File: src/rtl/outport_pkg.sv
package outport_pkg;
    localparam int NIB_W  = 4;
    localparam int DISP_W = 8;
    localparam int OPC_W  = 8;

    localparam logic [OPC_W-1:0] OPC_XFER  = 8'h0A;
    localparam logic [OPC_W-1:0] OPC_BLANK = 8'h0B;
    localparam logic [OPC_W-1:0] OPC_RSET  = 8'h0C;
    localparam logic [OPC_W-1:0] OPC_RCLR  = 8'h0D;

    typedef struct packed {
        logic [DISP_W-1:0] disp;
    } disp_state_t;
endpackage

File: src/rtl/hexseg_decode.sv
module hexseg_decode
    import outport_pkg::*;
(
    input  logic [NIB_W-1:0]  digit,
    output logic [DISP_W-1:0] pattern
);
    logic [6:0] seg;

    always_comb begin
        unique case (digit)
            4'h0: seg = 7'b0111111;
            4'h1: seg = 7'b0000110;
            4'h2: seg = 7'b1011011;
            4'h3: seg = 7'b1001111;
            4'h4: seg = 7'b1100110;
            4'h5: seg = 7'b1101101;
            4'h6: seg = 7'b1111101;
            4'h7: seg = 7'b0000111;
            4'h8: seg = 7'b1111111;
            4'h9: seg = 7'b1101111;
            4'hA: seg = 7'b1110111;
            4'hB: seg = 7'b1111100;
            4'hC: seg = 7'b0111001;
            4'hD: seg = 7'b1011110;
            4'hE: seg = 7'b1111001;
            default: seg = 7'b1110001;
        endcase
        // decimal point held dark
        pattern = {1'b0, seg};
    end
endmodule

File: src/rtl/disp_port.sv
module disp_port
    import outport_pkg::*;
(
    input  logic              clk,
    input  logic              rst_n,
    input  logic              op_stb_i,
    input  logic [OPC_W-1:0]  opcode_i,
    input  logic [NIB_W-1:0]  acc_i,
    input  logic              status_i,
    output logic [DISP_W-1:0] disp_o
);
    disp_state_t st_d, st_q;
    logic [DISP_W-1:0] seg_pat;

    hexseg_decode u_seg (
        .digit   (acc_i),
        .pattern (seg_pat)
    );

    always_comb begin
        st_d = st_q;
        if (op_stb_i) begin
            if (opcode_i == OPC_XFER) begin
                st_d.disp = status_i ? seg_pat
                                     : {{(DISP_W-NIB_W){1'b0}}, acc_i};
            end else if (opcode_i == OPC_BLANK) begin
                st_d.disp = '0;
            end
        end
    end

    always_ff @(posedge clk) begin
        if (!rst_n) st_q <= '0;
        else        st_q <= st_d;
    end

    assign disp_o = st_q.disp;

    // hold unless a display opcode is strobed
    a_r8_disp_hold: assert property (@(posedge clk) disable iff (!rst_n)
        !(op_stb_i && (opcode_i == OPC_XFER || opcode_i == OPC_BLANK))
        |=> $stable(disp_o));


    a_r4_blank: assert property (@(posedge clk) disable iff (!rst_n)
        (op_stb_i && opcode_i == OPC_BLANK) |=> (disp_o == '0));


    a_r2_pass_upper_zero: assert property (@(posedge clk) disable iff (!rst_n)
        (op_stb_i && opcode_i == OPC_XFER && !status_i)
        |=> (disp_o[DISP_W-1:NIB_W] == '0 && disp_o[NIB_W-1:0] == $past(acc_i)));

    // decimal point never lit
    a_r3_dp_dark: assert property (@(posedge clk) disable iff (!rst_n)
        disp_o[DISP_W-1] == 1'b0);
endmodule

File: src/rtl/strobe_port.sv
module strobe_port
    import outport_pkg::*;
#(
    parameter int R_BITS = 11
) (
    input  logic              clk,
    input  logic              rst_n,
    input  logic              op_stb_i,
    input  logic [OPC_W-1:0]  opcode_i,
    input  logic [NIB_W-1:0]  idx_i,
    output logic [R_BITS-1:0] strobe_o
);
    localparam int IDX_LIMIT = R_BITS;

    typedef struct packed {
        logic [R_BITS-1:0] bits;
    } strobe_state_t;

    strobe_state_t st_d, st_q;
    logic              in_range;
    logic [R_BITS-1:0] sel_mask;

    always_comb begin
        in_range = (32'(idx_i) < IDX_LIMIT);
        sel_mask = '0;
        for (int i = 0; i < R_BITS; i++) begin
            sel_mask[i] = (32'(idx_i) == i);
        end
        st_d = st_q;
        if (op_stb_i && in_range) begin
            if (opcode_i == OPC_RSET)      st_d.bits = st_q.bits | sel_mask;
            else if (opcode_i == OPC_RCLR) st_d.bits = st_q.bits & ~sel_mask;
        end
    end

    always_ff @(posedge clk) begin
        if (!rst_n) st_q <= '0;
        else        st_q <= st_d;
    end

    assign strobe_o = st_q.bits;

    // no change unless an in-range strobe opcode arrives
    a_r7_strobe_hold: assert property (@(posedge clk) disable iff (!rst_n)
        !(op_stb_i && (opcode_i == OPC_RSET || opcode_i == OPC_RCLR)
          && 32'(idx_i) < IDX_LIMIT)
        |=> $stable(strobe_o));

    // at most one bit moves per opcode
    a_r5_single_bit: assert property (@(posedge clk) disable iff (!rst_n)
        1'b1 |=> ($countones(strobe_o ^ $past(strobe_o)) <= 1));

    // set never lowers a bit
    a_r5_set_monotone: assert property (@(posedge clk) disable iff (!rst_n)
        (op_stb_i && opcode_i == OPC_RSET)
        |=> ((strobe_o & $past(strobe_o)) == $past(strobe_o)));

    // clear never raises a bit
    a_r6_clr_monotone: assert property (@(posedge clk) disable iff (!rst_n)
        (op_stb_i && opcode_i == OPC_RCLR)
        |=> ((strobe_o | $past(strobe_o)) == $past(strobe_o)));
endmodule

File: src/rtl/outport_unit.sv
module outport_unit
    import outport_pkg::*;
#(
    parameter int R_BITS = 11
) (
    input  logic              clk,
    input  logic              rst_n,
    input  logic              op_stb_i,
    input  logic [7:0]        opcode_i,
    input  logic [3:0]        acc_i,
    input  logic [3:0]        idx_i,
    input  logic              status_i,
    output logic [7:0]        disp_o,
    output logic [R_BITS-1:0] strobe_o
);
    disp_port u_disp (
        .clk      (clk),
        .rst_n    (rst_n),
        .op_stb_i (op_stb_i),
        .opcode_i (opcode_i),
        .acc_i    (acc_i),
        .status_i (status_i),
        .disp_o   (disp_o)
    );

    strobe_port #(.R_BITS(R_BITS)) u_strobe (
        .clk      (clk),
        .rst_n    (rst_n),
        .op_stb_i (op_stb_i),
        .opcode_i (opcode_i),
        .idx_i    (idx_i),
        .strobe_o (strobe_o)
    );

    // first cycle after reset both ports are zero
    a_r1_reset_zero: assert property (@(posedge clk)
        $rose(rst_n) |-> (disp_o == '0 && strobe_o == '0));
endmodule

File: config.mk
export PLATFORM = sky130hd
export DESIGN_NAME = outport_unit
export DESIGN_NICKNAME = d
export VERILOG_FILES = /design/src/rtl/outport_pkg.sv /design/src/rtl/hexseg_decode.sv /design/src/rtl/disp_port.sv /design/src/rtl/strobe_port.sv /design/src/rtl/outport_unit.sv
export SDC_FILE = /design/constraint.sdc
export NUM_CORES = 1
export LEC_CHECK = 0
export BUFFER_PORTS_ARGS = -buffer_cell sky130_fd_sc_hd__buf_2
export CAP_MARGIN = 20
export CORE_MARGIN = 2
export CORE_UTILIZATION = 28
export CTS_CLUSTER_SIZE = 12
export DETAILED_ROUTE_END_ITERATION = 12
export PLACE_DENSITY = 0.52
export REMOVE_ABC_BUFFERS = 1
export SYNTH_ARGS = -nofsm -noshare
export SYNTH_HDL_FRONTEND = slang
export SYNTH_SLANG_ARGS = --single-unit
File: constraint.sdc
create_clock -name clk -period 3.8 [get_ports clk]
set_input_delay 0.38 -clock clk [delete_from_list [all_inputs] [get_ports clk]]
set_output_delay 0.38 -clock clk [all_outputs]
set_load 0.05 [all_outputs]
==> key figures <==
Routing
  – Vias per inst: about 4.7
  – Final ANT Viol Nets: 0
  – DR vias: a little over 1k
  – Number of iterations in the first detailed-routing pass: 4
  – DRT Wirelength: 2560 um
  – First DRT Iteration DRCs: 34
  – Routed length per instance: between 10 and 15 um
  – DRC viols: 0

Place
  – RePlAce Congestion: ~0.80
  – IO buf count: 37
  – Placed cells: roughly 210
  – HPWL Detailed: 1990 um
  – Area after DPL: ~0.0014 mm2

Finish
  – Most frequent cells in the layout: buf_2, nand2_1, dfxtp_1
  – Area grow syn2layout: 20.4%
  – Layout Cells excl Fill: 216
  – Share of layout cells above drive strength 1: between 20% and 30%
  – Final Cell Area: 0.00140 mm2
  – Antenna diodes: 0
  – Layout Nets: 194
  – Final Core Density: 34.9%
  – Commonest non-fill, non-tap cell in the layout: buf_2

Timing
  – Final setup violation count: 0
  – Crit share post-route: roughly 50%
  – Hold Violations, Final: 0
  – RSZ-0062 raised after global routing: no
  – Max-slew violations: 0
  – Slew Limit Headroom: roughly three fifths
  – Worst Max-Slew Pin Slew: 0.622 ns
  – Fin Clk Skew: 0 ns
  – Max Clock Freq: around 0.53 GHz
  – Crit path time final: 1.89 ns
  – Post-route setup TNS: 0 ns

Global route
  – Number of global-route vias before repair: 996
  – Largest net degree at the start of global routing: 23
  – Global-route wire length before repair: 4310 um
  – Antenna violations before repair: 0
  – GRT overflow: 0
  – GRT Util Overall: 12.0%

Pwr
  – Total power divided by cell area: 268 mW/mm2
  – Leakage: 0.660 nW
  – Max rail drop VDD: slightly below 0.1 mV
  – Total power: 0.374 mW

Status
  – Outcome: finished, final reports clean

Critical path
  – Crit. Startpoint: opcode_i[5]
  – CP endpoint kind: register
  – Worst-path maximum fanout: 13
  – Reg-to-reg startpoint: u_disp.disp_o[2]
  – Critical path required time: 3.99 ns
  – Worst r2r path cells: 2
  – Critical path depth: 5
  – Crit path buf inv count: 1
  – Slowest cell on crit path: or4b_4
  – Reg-to-reg critical path endpoint: u_disp.disp_o[2]
  – Top Family by Delay on Critical Path: simple AND/OR/NAND/NOR gates
  – Startpoint types: input pin
  – Critical path cell sequence: buf_2 -> or4b_4 -> nor4b_4 -> nor4b_1 -> o21a_1
  – Worst setup endpoint: u_disp.disp_o[2]
  – R2R Setup Slk: between 3 and 4 ns
  – Crit path kind: in -> reg
  – Crit-path max cell delay: 0.57 ns
  – Worst path arrival time: 2.08 ns

Clocking
  – Post-cts resize count: 0
  – H-tree depth: 1
  – TritonCTS Buffers: 3
  – CTS tree: yes
  – Clk sinks: 18
  – CTS root buffer: clkbuf_8
  – CTS Hold Bufs: 0
  – Post-CTS Setup Bufs: 0
  – Clock Pin Slew Worst Setup and Hold Paths: 0.06 ns
  – Max Root-Sink Buffers: 2
  – Worst skew pair latency: 0.24 ns

Synth
  – Largest cells by area after synthesis: dfxtp_1, mux2i_1, nand2_1, ha_1, nand4b_1
  – Syn Inst Count: approximately 140
  – Post-synth EDFFs: 0
  – Sequential fraction of the synthesis area: 31.1%
  – Unique masters post-synth: 36
  – Asr flop ratio synth: 0%
  – Yosys warnings: 0
  – Most used flip-flop cell after synthesis: dfxtp_1
  – Synth top area share: 31.1%
  – Top cell type by total area after synthesis: dfxtp_1
  – Yosys reg bits: 18
  – Synthesized area: 0.00116 mm2
  – Mean post-synth cell area: 8.47 um2

Die
  – Initial Utilization: ~29%
  – Die Width: 68.4 um
  – Die footprint: 0.00467 mm2
  – Placement Rows: 23
  – Core Area: 0.00400 mm2
  – I/O pin count: 39
  – Die height: ~68 um

Job
  – Max-cap check violation count: 0

Worst hold path
  – Worst hold path class: reg -> reg
## cells in the mapped netlist, types with 2 or more instances
cell type	instances
nand2_1	22
dfxtp_1	18
mux2i_1	13
nor2_1	10
clkbuf_1	9
ha_1	6
nand4b_1	6
o21ai_0	5
nand2b_1	4
o22ai_1	4
a21oi_1	3
inv_1	3
nand4_1	3
nor2b_1	3
a21boi_0	2
and4b_1	2
nand3_1	2
nand3b_1	2
nor3_1	2
nor3b_1	2
## worst min path at each step
stage	startpoint	end	slack, ns	cells after the start
floorplan	rst_n	u_disp.disp_o[2]	0.50	1
global placement	register	register	0.44	2
detailed placement	register	register	0.45	2
CTS	register	register	0.46	2
global route	opcode_i[2]	u_disp.disp_o[3]	0.49	3
finish	register	register	0.46	2
## kinds of logic after synthesis
family                   Yosys count  share of synthesized area (%)
adder cells (fa/ha/maj)            6                           6.47
AO/OA/AOI/OAI                     20                           11.8
buffers and inverters             14                           5.50
other                              1                          0.323
AND/OR/NAND/NOR                   64                           32.7
multiplexers                      14                           12.2
flip-flops                        18                           31.1
## worst register-to-register path, stage by stage (launching register included)
cell	delay, ns
dfxtp_1	0.31
nor2b_1	0.12
o21a_1	0.18
## layout make-up
cell class,instances,area [um2]
inverters,3,11.3
clock buffers,3,41.3
fillers,429,2600
repair buffers,37,185
flip-flops and latches,18,360
well taps,50,62.6
multi-input cells,105,736
## report_power, final
part / internal [mW] / switching (mW)
logic: 0.0219 / 0.0343
registers: 0.189 / 0.0000545
clock network: 0.0702 / 0.0590
total: 0.281 / 0.0934
## per-layer routing
metal	routed length, um	GRT usage, %	part of all wire (%)
met1	1230	15.1	48
met2	1180	20.9	46
met3	151	2.30	5.9
met4	4	3.00	0.16
met5	0	0	0
## metrics by stage
| stage | hold slack, ns | setup slack (ns) |
|---|---|---|
| detailed placement | 0.454 | 1.63 |
| global placement | 0.442 | 1.69 |
| finish | 0.460 | 1.91 |
| floorplan | 0.498 | 1.91 |
| global route | 0.490 | 1.78 |
| CTS | 0.463 | 1.90 |
No activity file was read; power rests on OpenSTA's default activity.
